File: config.mk
export PLATFORM = sky130hd
export DESIGN_NAME = slow_tick_timer
export DESIGN_NICKNAME = d
export VERILOG_FILES = /design/src/rtl/st_pkg.sv /design/src/rtl/st_cfg_reg.sv /design/src/rtl/st_tick_gen.sv /design/src/rtl/st_counter.sv /design/src/rtl/st_readback.sv /design/src/rtl/slow_tick_timer.sv
export SDC_FILE = /design/constraint.sdc
export NUM_CORES = 1
export LEC_CHECK = 0
export ABC_AREA = 1
export BUFFER_PORTS_ARGS = -buffer_cell sky130_fd_sc_hd__buf_2
export CAP_MARGIN = 20
export CORE_AREA = 2 2 160 162
export CTS_BUF_LIST = sky130_fd_sc_hd__clkbuf_4 sky130_fd_sc_hd__clkbuf_8 sky130_fd_sc_hd__clkbuf_16
export CTS_CLUSTER_SIZE = 10
export DETAILED_ROUTE_END_ITERATION = 10
export DIE_AREA = 0 0 162 164
export PLACE_DENSITY = 0.41
export SETUP_SLACK_MARGIN = 0.2
export SLEW_MARGIN = 10
export SYNTH_ARGS = -nofsm -noshare
export SYNTH_HDL_FRONTEND = slang
export SYNTH_HIERARCHICAL = 1
export SYNTH_SLANG_ARGS = --single-unit
File: constraint.sdc
create_clock -name clk -period 5.85 [get_ports clk]
set_clock_uncertainty 0.05 [all_clocks]
set_input_delay 1.17 -clock clk [delete_from_list [all_inputs] [get_ports clk]]
set_output_delay 1.17 -clock clk [all_outputs]
set_load 0.05 [all_outputs]
File: src/rtl/st_pkg.sv
package st_pkg;
    localparam int DIV_W  = 4;
    localparam int PRE_W  = (2 ** DIV_W) - 1;
    localparam int ADDR_W = 2;

    localparam logic [ADDR_W-1:0] ADDR_CFG = 2'd0;
    localparam logic [ADDR_W-1:0] ADDR_LO  = 2'd1;
    localparam logic [ADDR_W-1:0] ADDR_HI  = 2'd2;

    // Packed MSB first: div[7:4], src_fast[3], halt_freeze[2], down[1], run[0]
    typedef struct packed {
        logic [DIV_W-1:0] div;
        logic             src_fast;
        logic             halt_freeze;
        logic             down;
        logic             run;
    } st_cfg_t;

    localparam int CFG_W = $bits(st_cfg_t);

    localparam st_cfg_t CFG_RESET = '{div: '0, src_fast: 1'b0, halt_freeze: 1'b1,
                                      down: 1'b0, run: 1'b0};
endpackage

File: src/rtl/st_cfg_reg.sv
module st_cfg_reg
    import st_pkg::*;
(
    input  logic              clk,
    input  logic              rst_n,
    input  logic              wr_en,
    input  logic [ADDR_W-1:0] addr,
    input  logic [CFG_W-1:0]  wdata,
    output st_cfg_t           cfg_q
);
    typedef struct packed {
        st_cfg_t cfg;
    } state_t;

    state_t  st_d, st_q;
    st_cfg_t wr_cfg;

    always_comb begin
        st_d   = st_q;
        wr_cfg = st_cfg_t'(wdata);
        if (wr_en && addr == ADDR_CFG) begin
            st_d.cfg.run         = wr_cfg.run;
            st_d.cfg.halt_freeze = wr_cfg.halt_freeze;
            // mode fields accepted only while the stored run bit is clear
            if (!st_q.cfg.run) begin
                st_d.cfg.down     = wr_cfg.down;
                st_d.cfg.src_fast = wr_cfg.src_fast;
                st_d.cfg.div      = wr_cfg.div;
            end
        end
    end

    always_ff @(posedge clk or negedge rst_n) begin
        if (!rst_n) st_q <= '{cfg: CFG_RESET};
        else        st_q <= st_d;
    end

    assign cfg_q = st_q.cfg;
endmodule

File: src/rtl/st_tick_gen.sv
module st_tick_gen
    import st_pkg::*;
(
    input  logic             clk,
    input  logic             rst_n,
    input  logic             tick_slow,
    input  logic             tick_fast,
    input  logic             dbg_halt,
    input  logic             run,
    input  logic             halt_freeze,
    input  logic             src_fast,
    input  logic [DIV_W-1:0] div,
    output logic             active,
    output logic             step
);
    typedef struct packed {
        logic             sync1;
        logic             active;
        logic [PRE_W-1:0] pre;
    } state_t;

    state_t           st_d, st_q;
    logic             sel_tick;
    logic             frozen;
    logic [PRE_W-1:0] pre_limit;

    always_comb begin
        st_d      = st_q;
        step      = 1'b0;
        sel_tick  = src_fast ? tick_fast : tick_slow;
        frozen    = halt_freeze && dbg_halt;
        pre_limit = ~({PRE_W{1'b1}} << div);

        // run bit crosses two stages clocked by the selected tick
        if (sel_tick) begin
            st_d.sync1  = run;
            st_d.active = st_q.sync1;
        end

        if (!st_q.active) begin
            st_d.pre = '0;
        end else if (sel_tick && !frozen) begin
            if (st_q.pre == pre_limit) begin
                st_d.pre = '0;
                step     = 1'b1;
            end else begin
                st_d.pre = st_q.pre + PRE_W'(1);
            end
        end
    end

    always_ff @(posedge clk or negedge rst_n) begin
        if (!rst_n) st_q <= '0;
        else        st_q <= st_d;
    end

    assign active = st_q.active;
endmodule

File: src/rtl/st_counter.sv
module st_counter #(
    parameter int CNT_W = 32
) (
    input  logic             clk,
    input  logic             rst_n,
    input  logic             step,
    input  logic             down,
    output logic [CNT_W-1:0] cnt
);
    typedef struct packed {
        logic [CNT_W-1:0] cnt;
    } state_t;

    state_t st_d, st_q;

    always_comb begin
        st_d = st_q;
        if (step) begin
            st_d.cnt = down ? st_q.cnt - CNT_W'(1) : st_q.cnt + CNT_W'(1);
        end
    end

    always_ff @(posedge clk or negedge rst_n) begin
        if (!rst_n) st_q <= '0;
        else        st_q <= st_d;
    end

    assign cnt = st_q.cnt;
endmodule

File: src/rtl/st_readback.sv
module st_readback
    import st_pkg::*;
#(
    parameter int CNT_W  = 32,
    parameter int DATA_W = 32,
    localparam int HALF_W = CNT_W / 2
) (
    input  logic              clk,
    input  logic              rst_n,
    input  logic              rd_en,
    input  logic [ADDR_W-1:0] addr,
    input  st_cfg_t           cfg,
    input  logic [CNT_W-1:0]  cnt,
    output logic [DATA_W-1:0] rdata,
    output logic [HALF_W-1:0] shadow
);
    typedef struct packed {
        logic [HALF_W-1:0] shadow;
    } state_t;

    state_t st_d, st_q;

    always_comb begin
        st_d  = st_q;
        rdata = '0;
        if (rd_en) begin
            case (addr)
                ADDR_CFG: rdata[CFG_W-1:0]  = cfg;
                ADDR_LO:  rdata[HALF_W-1:0] = cnt[HALF_W-1:0];
                ADDR_HI:  rdata[HALF_W-1:0] = st_q.shadow;
                default:  rdata = '0;
            endcase
            if (addr == ADDR_LO) st_d.shadow = cnt[CNT_W-1:HALF_W];
        end
    end

    always_ff @(posedge clk or negedge rst_n) begin
        if (!rst_n) st_q <= '0;
        else        st_q <= st_d;
    end

    assign shadow = st_q.shadow;
endmodule

File: src/rtl/slow_tick_timer.sv
module slow_tick_timer
    import st_pkg::*;
#(
    parameter int CNT_W  = 32,
    parameter int DATA_W = 32,
    localparam int HALF_W = CNT_W / 2
) (
    input  logic              clk,
    input  logic              rst_n,
    input  logic              tick_slow,
    input  logic              tick_fast,
    input  logic              dbg_halt,
    input  logic              wr_en,
    input  logic              rd_en,
    input  logic [ADDR_W-1:0] addr,
    input  logic [CFG_W-1:0]  wdata,
    output logic [DATA_W-1:0] rdata
);
    st_cfg_t           cfg_q;
    logic              active;
    logic              step;
    logic [CNT_W-1:0]  cnt;
    logic [HALF_W-1:0] shadow;

    st_cfg_reg u_cfg (
        .clk   (clk),
        .rst_n (rst_n),
        .wr_en (wr_en),
        .addr  (addr),
        .wdata (wdata),
        .cfg_q (cfg_q)
    );

    st_tick_gen u_tick (
        .clk         (clk),
        .rst_n       (rst_n),
        .tick_slow   (tick_slow),
        .tick_fast   (tick_fast),
        .dbg_halt    (dbg_halt),
        .run         (cfg_q.run),
        .halt_freeze (cfg_q.halt_freeze),
        .src_fast    (cfg_q.src_fast),
        .div         (cfg_q.div),
        .active      (active),
        .step        (step)
    );

    st_counter #(.CNT_W(CNT_W)) u_cnt (
        .clk   (clk),
        .rst_n (rst_n),
        .step  (step),
        .down  (cfg_q.down),
        .cnt   (cnt)
    );

    st_readback #(.CNT_W(CNT_W), .DATA_W(DATA_W)) u_rd (
        .clk    (clk),
        .rst_n  (rst_n),
        .rd_en  (rd_en),
        .addr   (addr),
        .cfg    (cfg_q),
        .cnt    (cnt),
        .rdata  (rdata),
        .shadow (shadow)
    );
endmodule

; Yosys cells after proc, flatten, opt, wreduce, memory -nomap -nowiden
; Cells that the tools add are included.
[classes]
addsub = 3
eq_ne = 4
n_shift = 1
n_mux = 11
bitwise_logic = 2
reduce_logical = 7
[ops]
columns = op, count
row1 = $mux W15, 3
row2 = $add A32 B1 Y32 const B, 1
row3 = $mux W32, 1
row4 = $sub A32 B1 Y32 const B, 1
row5 = $pmux W8 S3, 1
row6 = $mux W16, 1
row7 = $pmux W8 S2, 1
row8 = $add A15 B1 Y15 const B, 1
row9 = $eq A15 B15 Y1, 1
row10 = $not A15 Y15, 1
row11 = $shl A15 B4 Y15 const A, 1
row12 = $mux W1, 4
row13 = $reduce_and A2 Y1, 2
row14 = $logic_and A1 B1 Y1, 3
row15 = $eq A2 B1 Y1 const B, 1
row16 = $eq A2 B2 Y1 const B, 1
row17 = $logic_not A2 Y1, 1
row18 = $ne A2 B2 Y1 const B, 1
row19 = $logic_not A1 Y1, 1
row20 = $not A1 Y1, 1
[totals]
register_bits = 73
inputBits = 17

; Depth between registers and ports, before layout
; Gate-level depths: netlist of run 1.
[depth]
word_depth = 6
ltp_mapped = 16

; Cells and area by module
; Netlist of run 1, hierarchy kept.
[modules_own_cells]
columns = module, instances, cells_per_inst, area_each_um2, seq_area_each_um2
row1 = st_counter, 1, 606, 3504.6, 800.8
row2 = st_tick_gen, 1, 203, 1303.8, 425.4
row3 = st_readback, 1, 173, 1191.1, 400.4
row4 = st_cfg_reg, 1, 37, 350.3, 201.4

; Worst setup path after synthesis of run 1
; No wires, ideal clock.
[synth_path]
path_kind = input to output
start = input addr[1]
end = output rdata[10]
t_arrival_ns = 2.441
required_time_ns = 4.630
setup_slack_ns = 2.189
path_stages = 6
n_path_buf = 2
cell_sequence = inv_1 -> ha_1 -> buf_6 -> buf_6 -> nand2_1 -> a21oi_1
[synth_via]
elab_chain_len = 3
elab_cells_between_ends = 4
[synth_rtl]
columns = element, line_no
row1 = start: declaration, slow_tick_timer.sv:15  ; input logic [ADDR_W-1:0] addr,
row2 = $eq A2 B2 Y1 / $eq A2 B1 Y1 (equally long branches), st_readback.sv:27  ; case (addr)
row3 = $pmux W8 S2 *, st_readback.sv:27
row4 = $mux W16 *, st_readback.sv:26  ; if (rd_en) begin
row5 = end: declaration, slow_tick_timer.sv:17  ; output logic [DATA_W-1:0] rdata
; Every way passes the cells marked *; elsewhere a longest branch is shown, timed or not.

; Final worst setup path of run 1
[layout_path]
start = input addr[1]
end = output rdata[12]
; Same word-level chain as after synthesis.

==> results.json, run 1 <==
{
  "outcome": "finished clean",
  "startpoint_type": "primary input",
  "pin_count": 49,
  "place_congestion": 0.816,
  "worst_pin_slew_ns": 0.777,
  "cp_top_family": "adder cells",
  "synthTopCellsByArea": "dfrtp_1 (28%), nand2_1 (25%), inv_1 (8.6%)",
  "syn-instance-count": 1019,
  "netSwitchingFraction_pct": 41.5,
  "grt_max_degree": 56,
  "coreArea_um2": 24800,
  "cts-root-buf": "clkbuf_16",
  "slew_headroom_pct": 48.2,
  "grt_pass1_wl_mm": 32.2,
  "hold_violations": 0,
  "drt_wl_total_mm": 20.0,
  "dp_cells": 1362,
  "die_y_um": 164,
  "synth-seq-area-share_pct": 28.8,
  "async_flop_share_pct": 100,
  "cts.reportedPaths.clkPinSlew_ns": 0.07,
  "yosysWarnings": 6,
  "cp.required_ns": 4.63,
  "cap_violations": 0,
  "synth_cell_types": 38,
  "hpwl_mm": 15.4,
  "slowest_stage": "ha_1",
  "drc_errors": 0,
  "clock_latency_ns": 0.35,
  "cts_resized": 0,
  "hold_class": "reg2reg",
  "nets": 1096,
  "start_util_pct": 25.6,
  "ir_drop_uv": 135,
  "tritoncts": "done",
  "grt-ovfl-total": 0,
  "die_area_um2": 26600,
  "setup_viol": 0,
  "numCtsBuffers": 9,
  "syn2layout_area_growth_pct": 11.1,
  "grt.total_usage_pct": 15.6,
  "hold_buffers": 0,
  "drt-initial-drc-count": 417,
  "synth-edff-count": 0,
  "wire_per_inst_um": 14.5,
  "cts_max_level": 3,
  "die_w_um": 162,
  "layout-drive-gt1-share_pct": 8.02,
  "vias": 6055,
  "layout.filler_cells": 2800,
  "pwr-share-comb_pct": 36.2,
  "clockBufferDepth": 2,
  "grt_pass1_vias": 5804,
  "fin_cells": 1379,
  "drt.antenna.violating_nets": 0,
  "period_needed_ns": 4.04,
  "avgSynthCellArea_um2": 6.23,
  "cp_max_fo": 17,
  "netlist_area_um2": 6350,
  "core.rowCount": 58,
  "p_seq_share_pct": 31.7,
  "power_frac_clock_pct": 32.0,
  "fmax_ghz": 0.247,
  "path_class": "in2out",
  "final.setup.tns_ns": 0,
  "antenna_found_initial": 1,
  "crit_top_cell": "buf_2",
  "io_buffers": 32,
  "intPower_mw": 1.07,
  "drt-vias-per-instance": 4.39,
  "worstSetupEndpointType": "output port",
  "crit_chain": "buf_2, inv_1, ha_1, nand2_1, a21oi_1, buf_2",
  "p_sw_mw": 0.762,
  "netlist.area_leader.share_pct": 28.4,
  "ys.flop_type": "dfrtp_1",
  "clock_sinks": 73,
  "finalCritPeriodShare_pct": 69.1,
  "worstPathArrival_ns": 2.82,
  "final_util_pct": 28.4,
  "leakage_nw": 3.98,
  "cpPeakStageDelay_ns": 0.63,
  "first_pass_iters": 5,
  "path_buf_inv": 3,
  "post-cts-setup-buffer-count": 0,
  "rsz0062_at_grt": "no",
  "slew_violations": 0,
  "synth.largest_area_cell": "dfrtp_1",
  "power.density_nw_per_um2": 260,
  "ys_seq_elements": 73
}
[cells in the final DEF, fill, tap and decap left out, drive strengths merged, types with 2 or more instances in the layout]
| cell type | count |
|---|---|
| o21bai | 5 |
| xnor2 | 14 |
| clkinv | 3 |
| ha | 35 |
| clkbuf | 10 |
| nand2 | 437 |
| nor2 | 58 |
| a21oi | 43 |
| inv | 149 |
| nand3b | 3 |
| xor2 | 8 |
| clkinvlp | 2 |
| dfrtp | 72 |
| nor3 | 9 |
| o21ai | 24 |
| buf | 38 |
| nand3 | 98 |
| conb | 16 |
| nand4 | 16 |
[synthesized netlist by cell type (2+ instances only)]
library cell    n
nand2_2         9
inv_2           3
nand2_1       427
nand4_1        16
clkbuf_1        6
dfrtp_1        72
nor2_1         51
nand3_2         2
buf_4          23
buf_6           5
nand3b_1        3
nand3_1        95
nor2_2          5
xor2_1          8
o21bai_1        4
o21ai_1        10
nor3_2          3
a21oi_1        43
nor2_4          2
inv_1         145
nor3_1          6
buf_2           5
xnor2_1        14
o21ai_0        14
ha_1           35
[layer usage]
| layer | vias up | wire [um] | GRT usage, % | part of all wire, % |
|---|---|---|---|---|
| li1 | 3191 | - | - | - |
| met1 | 2739 | 10400 | 23.0 | 52 |
| met2 | 111 | 8610 | 24.2 | 43 |
| met3 | 14 | 767 | 2.25 | 3.8 |
| met4 | 0 | 171 | 3.34 | 0.86 |
| met5 | - | 0 | 0 | 0 |
[cells by family (layout without fill, tap and decap cells)]
group | after synthesis | after routing | synth area share (%)
xor+xnor | 22 | 22 | 3.03
flops | 73 | 73 | 28.8
compound gates | 74 | 74 | 6.17
fa+ha+maj | 36 | 36 | 7.21
mux | 1 | 1 | 0.177
buf+inv | 189 | 203 | 13.2
simple gates | 623 | 623 | 41.3
other cells | 1 | 17 | 0.0591
[per-stage QoR]
| stage | hold slack [ns] | worst slack, ns | area (um^2) | total power, mW |
|---|---|---|---|---|
| finish | 0.424 | 1.81 | 7050 | 1.84 |
| floorplan | 0.392 | 2.19 | 6410 | 1.09 |
| global placement | 0.418 | 1.84 | 6750 | 1.26 |
| detailed placement | 0.412 | 1.81 | 6750 | 1.26 |
| global route | 0.457 | 1.68 | 7050 | 1.97 |
| CTS | 0.430 | 1.80 | 7050 | 1.86 |
[final cells by class]
type                    instances  area [um^2]  area share (%)
clock buffers                  10          233            3.30
repair buffers                 38          208            2.94
flip-flops and latches         73         1830            25.9
inverters                     149          559            7.93
clock inverters                 6         67.6           0.958
diodes                          1         2.50          0.0355
multi-input cells             772         3740            53.1
well taps                     330          413            5.85
[state kept, by name (all words and copies together) (netlist names)]
register / cells
u_tick/active: 1
u_cfg/cfg_q: 8
u_rd/shadow: 16
u_tick/st_q: 16
u_cnt/cnt: 32
[worst min-delay path: stages (launching register included)]
cell	delay, ns
dfrtp_1	0.35
nand2_1	0.05
nand2_1	0.05
[power groups by stage]
stage          logic (mW)  registers (mW)  clock network, mW
3_3_place_gp        0.669           0.594                  0
3_5_place_dp        0.666           0.593                  0
2_1_floorplan       0.512           0.574                  0
4_1_cts             0.669           0.583              0.603
5_1_grt             0.749           0.588              0.631
6_report            0.665           0.582              0.588
[final timing paths]
check                           depth (start not counted)  slack, ns              to           start
worst max-delay path                                    6       1.81       rdata[12]         addr[1]
worst min-delay path                                    2       0.42  u_rd/shadow[0]  u_rd/shadow[0]
worst max register to register                         12       3.02    u_cnt/cnt[2]  u_cfg/cfg_q[7]
worst min register to register                          2       0.42  u_rd/shadow[0]  u_rd/shadow[0]
max in group asynchronous                               2       4.02  u_cfg/cfg_q[5]           rst_n
min in group asynchronous                               1       0.66  u_cfg/cfg_q[0]           rst_n
Note: power is estimated with default switching activity, not from simulation.
==> inputs of run 2 (changes only) <==
- ABC_AREA: 1 -> 0
- CORE_AREA: 2 2 160 162 -> 2 2 148 150
- DIE_AREA: 0 0 162 164 -> 0 0 150 152
- PLACE_DENSITY: 0.41 -> 0.42
- clock period: 5.85 -> 3.5 ns (I/O delays scaled with it)
==> run 2 against run 1 <==
  * Routed wire length is 31% lower
  * Total power is 91% higher
  * Area after synthesis is 14% lower
  * Worst setup slack worse by 1.4 ns
  * Synthesized cell count is 46% lower
  * Final cell count is 38% lower
  * Design area is 12% lower
  * Register-to-register slack worse by 2.6 ns
  * Combinational power is 88% higher
  * First-iteration DRC count is 55% lower
  * Utilization is 0.77 points higher
  * Critical path type is now reg2reg
  * Critical endpoint is now u_cnt/cnt[31]
==> results.json, run 2 <==
{
  "drt-initial-drc-count": 186,
  "post-place-ws_ns": 0.175,
  "setup_viol": 0,
  "cp_top_family": "compound AO/OA/AOI/OAI gates",
  "tritoncts": "done",
  "fin_ws_ns": 0.399,
  "worst_pin_slew_ns": 0.660,
  "antenna_found_initial": 0,
  "grt_pass1_vias": 4049,
  "grt_max_degree": 74,
  "largest_reg_flops": 32,
  "vias": 4175,
  "hold_class": "in2async",
  "avgSynthCellArea_um2": 9.91,
  "wire_per_inst_um": 16.1,
  "clock_latency_ns": 0.34,
  "drt_wl_total_mm": 13.9,
  "power.density_nw_per_um2": 564,
  "layout_commonest_cell": "dfrtp_1",
  "slew_headroom_pct": 55.8,
  "path_class": "reg2reg",
  "worstPathArrival_ns": 3.27,
  "syn2layout_area_growth_pct": 14.1,
  "netlist.area_leader.share_pct": 33.0,
  "mostFrequentLayoutCells": "dfrtp_1 (71), nor2_1 (44), a21oi_1 (43)",
  "slowest_stage": "dfrtp_4",
  "cts_max_level": 3,
  "coreArea_um2": 21400,
  "synthTopCellsByArea": "dfrtp_1 (33%), mux2_2 (8.2%), ha_1 (8.0%)",
  "synth-edff-count": 0,
  "hpwl_mm": 10.2,
  "synth.largest_area_cell": "dfrtp_1",
  "insertedDiodeCount": 0,
  "pin_count": 49,
  "place_congestion": 0.806,
  "nets": 629,
  "rsz0062_at_grt": "no",
  "clockBufferDepth": 2,
  "die_w_um": 150,
  "hold_violations": 0,
  "period_needed_ns": 3.10,
  "ir_drop_uv": 198,
  "met3_length_um": 379,
  "cap_violations": 0,
  "outcome": "finished clean",
  "drt-vias-per-instance": 4.85,
  "layout.filler_cells": 2229,
  "numCtsBuffers": 9,
  "dr_wl_met2_mm": 6.70,
  "yosysWarnings": 6,
  "ff_latch_area_um2": 1830,
  "leakage_nw": 2.80,
  "wl_met1_mm": 6.48,
  "synth_most_common_cell": "dfrtp_1",
  "grt.total_usage_pct": 12.4,
  "worstSetupEndpointType": "register",
  "async_flop_share_pct": 100,
  "finalCritPeriodShare_pct": 88.6,
  "drc_errors": 0,
  "crit_chain": "ha_1, o211ai_1, o211a_1, o22ai_2, o2111ai_1, a21boi_2, o2111ai_2, a21oi_2, a21oi_1, a2111o_1",
  "clock_sinks": 73,
  "start_util_pct": 25.6,
  "slew_violations": 0,
  "final.setup.tns_ns": 0,
  "cts-root-buf": "clkbuf_16",
  "startpoint_type": "register",
  "io_buffers": 32,
  "cts.reportedPaths.clkPinSlew_ns": 0.06,
  "fmax_ghz": 0.322,
  "drt.antenna.violating_nets": 0,
  "cp_max_fo": 19,
  "synth-seq-area-share_pct": 33.5,
  "die_area_um2": 22800,
  "core.rowCount": 54,
  "ys_seq_elements": 73,
  "topRoutingLayerUsed": "met4",
  "first_pass_iters": 5,
  "layout-drive-gt1-share_pct": 25.5,
  "synth_top_cells_by_count": "dfrtp_1 (72), nor2_1 (44), a21oi_1 (43), mux2_2 (40), ha_1 (35)",
  "ys.flop_type": "dfrtp_1",
  "grt_pass1_wl_mm": 22.2,
  "grt-ovfl-total": 0,
  "path_buf_inv": 0,
  "cpPeakStageDelay_ns": 0.60,
  "synth_cell_types": 79,
  "cp.required_ns": 3.67,
  "syn-instance-count": 551,
  "die_y_um": 152,
  "netlist_area_um2": 5460,
  "multi_input_area_um2": 3350
}
## run 2: cell types whose count changed after synthesis, moves of 7 or more
cell	before	now
xnor2_1	14	27
a21o_1	1	12
nand3_1	95	11
nand2_1	427	29
nor2_1	51	44
inv_1	145	12
nand2_2	9	0
a22oi_1	0	8
a222oi_1	0	8
mux2_4	0	11
mux2_2	1	40
## run 2: routing by layer
metal	up-vias	global-route usage, %
li1	2062	-
met1	2007	16.5
met2	90	19.7
met3	16	3.06
met4	0	4.36
met5	-	0
## run 2: area by class of cell
type | instances | share of cell area, %
Multi-Input combinational cell | 437 | 53.7
Sequential cell | 73 | 29.4
Tap cell | 280 | 5.62
Timing Repair Buffer | 43 | 4.46
Clock buffer | 11 | 4.06
Clock inverter | 5 | 2.01
Inverter | 12 | 0.723
## run 2: cell families (layout without fill, tap and decap cells)
| group | Yosys count | count (layout) | share of synthesized area (%) |
|---|---|---|---|
| flops | 73 | 73 | 33.5 |
| xor+xnor | 40 | 40 | 6.42 |
| simple gates | 142 | 142 | 13.4 |
| compound gates | 151 | 151 | 20.4 |
| mux | 52 | 52 | 11.5 |
| buf+inv | 56 | 71 | 6.46 |
| fa+ha+maj | 36 | 36 | 8.39 |
| other cells | 1 | 16 | 0.0687 |
## run 2: report_power, final
group / switching, mW / internal [mW] / total, mW / leakage [nW]
Sequential: 0.153 / 0.925 / 1.08 / 0.959
Combinational: 0.743 / 0.512 / 1.25 / 1.66
Clock: 0.374 / 0.807 / 1.18 / 0.186
Total: 1.27 / 2.24 / 3.51 / 2.80
## run 2: timing repair
action	in CTS	in global routing
setup buffers	0	0
gates resized for setup	1	2
setup endpoints to repair	3	1
hold buffers	0	0
cloned	0	0
## run 2: metrics by stage
step                util [%]  instance area (um^2)  power, mW  hold slack [ns]  cells
global placement        27.2                  5820       2.33            0.432    844
CTS                     29.0                  6190       3.55            0.461    860
floorplan                  -                  5520       2.08            0.354    566
detailed placement      27.2                  5820       2.33            0.444    844
finish                  29.2                  6230       3.51            0.155    861
global route            29.2                  6230       3.76            0.148    861
## run 2: final timing paths
kind | slack, ns | endpoint | cells after the start | start
worst max-delay path | 0.40 | u_cnt/cnt[31] | 10 | u_cfg/cfg_q[1]
worst min-delay path | 0.15 | u_cfg/cfg_q[5] | 1 | rst_n
worst max register to register | 0.40 | u_cnt/cnt[31] | 10 | u_cfg/cfg_q[1]
worst min register to register | 0.45 | u_tick/active | 1 | u_tick/st_q[16]
max in group asynchronous | 2.64 | u_cfg/cfg_q[2] | 2 | rst_n
min in group clk | 0.45 | u_tick/active | 1 | u_tick/st_q[16]
==> inputs of run 3 (changes only) <==
- RECOVER_POWER: unset -> 100
==> run 3 against run 2 <==
  * The run now ends with max-capacitance violations, max-slew violations left
  * Sequential share of layout area increased by 0.52 points
  * Fmax decreased by 3.1%
  * Count of clock-buffer cells in the layout unchanged
  * Die area unchanged
  * Design area decreased by 1.9%
  * Final cell count unchanged
  * Combinational power about the same
  * Worst setup slack got worse by 0.10 ns
  * Worst hold slack improved by 0.17 ns
  * Routed wire length decreased by 0.29%
  * Flip-flop and latch count unchanged
  * Utilization decreased by 0.55 points
  * Critical path type is now in2out
  * Largest cell class unchanged
  * Largest power group unchanged
==> results.json, run 3 (same netlist as run 2, synthesis figures left out) <==
{
  "grt-ovfl-total": 0,
  "fin_ws_ns": 0.299,
  "drt.antenna.violating_nets": 0,
  "hold_buffers": 0,
  "numCtsBuffers": 9,
  "power_frac_clock_pct": 33.9,
  "vias": 4152,
  "dr_wl_met2_mm": 6.71,
  "hold_class": "in2async",
  "period_needed_ns": 3.20,
  "die_w_um": 150,
  "cap_violations": 2,
  "finalCritPeriodShare_pct": 91.5,
  "pin_count": 49,
  "drc_errors": 0,
  "intPower_mw": 2.22,
  "hpwl_mm": 10.2,
  "layout.filler_cells": 2252,
  "coreArea_um2": 21400,
  "place_area_um2": 5820,
  "io_buffers": 32,
  "core.rowCount": 54,
  "cts_max_level": 3,
  "cts.reportedPaths.clkPinSlew_ns": 0.06,
  "tritoncts": "done",
  "power.density_nw_per_um2": 569,
  "mostFrequentLayoutCells": "dfrtp_1 (71), nor2_1 (44), a21oi_1 (43)",
  "post-place-ws_ns": 0.175,
  "cp.required_ns": 2.75,
  "nets": 629,
  "die_y_um": 152,
  "hold_violations": 0,
  "leakage_nw": 2.67,
  "fmax_ghz": 0.312,
  "stdcell_area_um2": 6110,
  "grt_max_degree": 74,
  "insertedDiodeCount": 0,
  "violations": "max-capacitance violations, max-slew violations",
  "layout-drive-gt1-share_pct": 20.0,
  "slew_violations": 70,
  "ir_drop_uv": 198,
  "clock_latency_ns": 0.34,
  "syn2layout_area_growth_pct": 12.0,
  "setup_viol": 0,
  "met3_length_um": 387,
  "p_seq_share_pct": 30.9,
  "wl_met1_mm": 6.41,
  "startpoint_type": "primary input",
  "post-cts-setup-buffer-count": 0,
  "grt_pass1_vias": 4049,
  "clockBufferDepth": 2,
  "grt_pass1_wl_mm": 22.2,
  "netSwitchingFraction_pct": 36.3,
  "outcome": "complete, but fails checks",
  "final.setup.tns_ns": 0,
  "drt_wl_total_mm": 13.8,
  "die_area_um2": 22800,
  "antenna_found_initial": 0,
  "rsz0062_at_grt": "no",
  "place_congestion": 0.806,
  "cts-root-buf": "clkbuf_16",
  "worstSetupEndpointType": "output port",
  "wire_per_inst_um": 16.0,
  "clock_sinks": 73,
  "slew_headroom_pct": -32.4,
  "worstPathArrival_ns": 2.45,
  "start_util_pct": 25.6,
  "p_sw_mw": 1.26,
  "layout_commonest_cell": "dfrtp_1",
  "grt.total_usage_pct": 12.4,
  "drt-initial-drc-count": 182,
  "pwr-share-comb_pct": 35.2,
  "topRoutingLayerUsed": "met4",
  "holdWs_ns": 0.322,
  "worst_pin_slew_ns": 1.96,
  "path_class": "in2out",
  "cp_max_fo": 9,
  "largest_reg_flops": 32,
  "first_pass_iters": 5,
  "rrSetupSlack_ns": 0.39,
  "drt-vias-per-instance": 4.82
}
[run 3: changes by cell type in the layout (fill, tap and decap cells not counted), sizes merged]
| cell | previous run | this run |
|---|---|---|
| buf | 43 | 21 |
| clkbuf | 11 | 33 |
[run 3: worst max-delay path: stages]
cell,delay (ns)
clkbuf_1,0.15
inv_1,0.11
ha_1,0.35
clkbuf_1,0.40
a22oi_1,0.13
nor2_1,0.13
clkbuf_1,0.48
[run 3: through the flow]
step	power (mW)	utilization [%]	instances
3_3_place_gp	2.33	27.2	844
3_5_place_dp	2.33	27.2	844
6_report	3.48	28.6	861
5_1_grt	3.73	28.6	861
4_1_cts	3.55	29.0	860
2_1_floorplan	2.08	-	566
[run 3: layout make-up]
| type | count | area, um^2 | share of cell area (%) |
|---|---|---|---|
| flip-flops and latches | 73 | 1830 | 29.9 |
| clock buffers | 11 | 253 | 4.13 |
| well taps | 280 | 350 | 5.73 |
| clock inverters | 5 | 125 | 2.05 |
| repair buffers | 43 | 223 | 3.64 |
| inverters | 12 | 45.0 | 0.737 |
| multi-input cells | 437 | 3290 | 53.8 |
[run 3: power by group through the flow]
stage	clock [mW]	combinational (mW)	sequential, mW
finish	1.18	1.23	1.07
global route	1.26	1.37	1.10
CTS	1.22	1.25	1.08
detailed placement	0	1.24	1.09
global placement	0	1.24	1.09
floorplan	0	1.06	1.03
[run 3: repair_timing]
| item | 4_1_cts | 5_1_grt |
|---|---|---|
| gates cloned | 0 | 0 |
| setup endpoints to repair | 3 | 1 |
| resized for setup | 1 | 2 |
[run 3: worst paths after layout]
kind / startpoint / end / cells after the start
min: rst_n / u_cfg/cfg_q[5] / 1
max reg2reg: u_cfg/cfg_q[1] / u_cnt/cnt[31] / 10
min in group clk: u_rd/shadow[5] / u_rd/shadow[5] / 1
max in group asynchronous: rst_n / u_cfg/cfg_q[1] / 2
min reg2reg: u_rd/shadow[5] / u_rd/shadow[5] / 1
max: addr[1] / rdata[10] / 7
[run 3: metal layers]
layer | track usage, % | vias up
li1 | - | 2058
met4 | 4.36 | 0
met5 | 0 | -
met1 | 16.5 | 2005
met2 | 19.7 | 73
met3 | 3.06 | 16
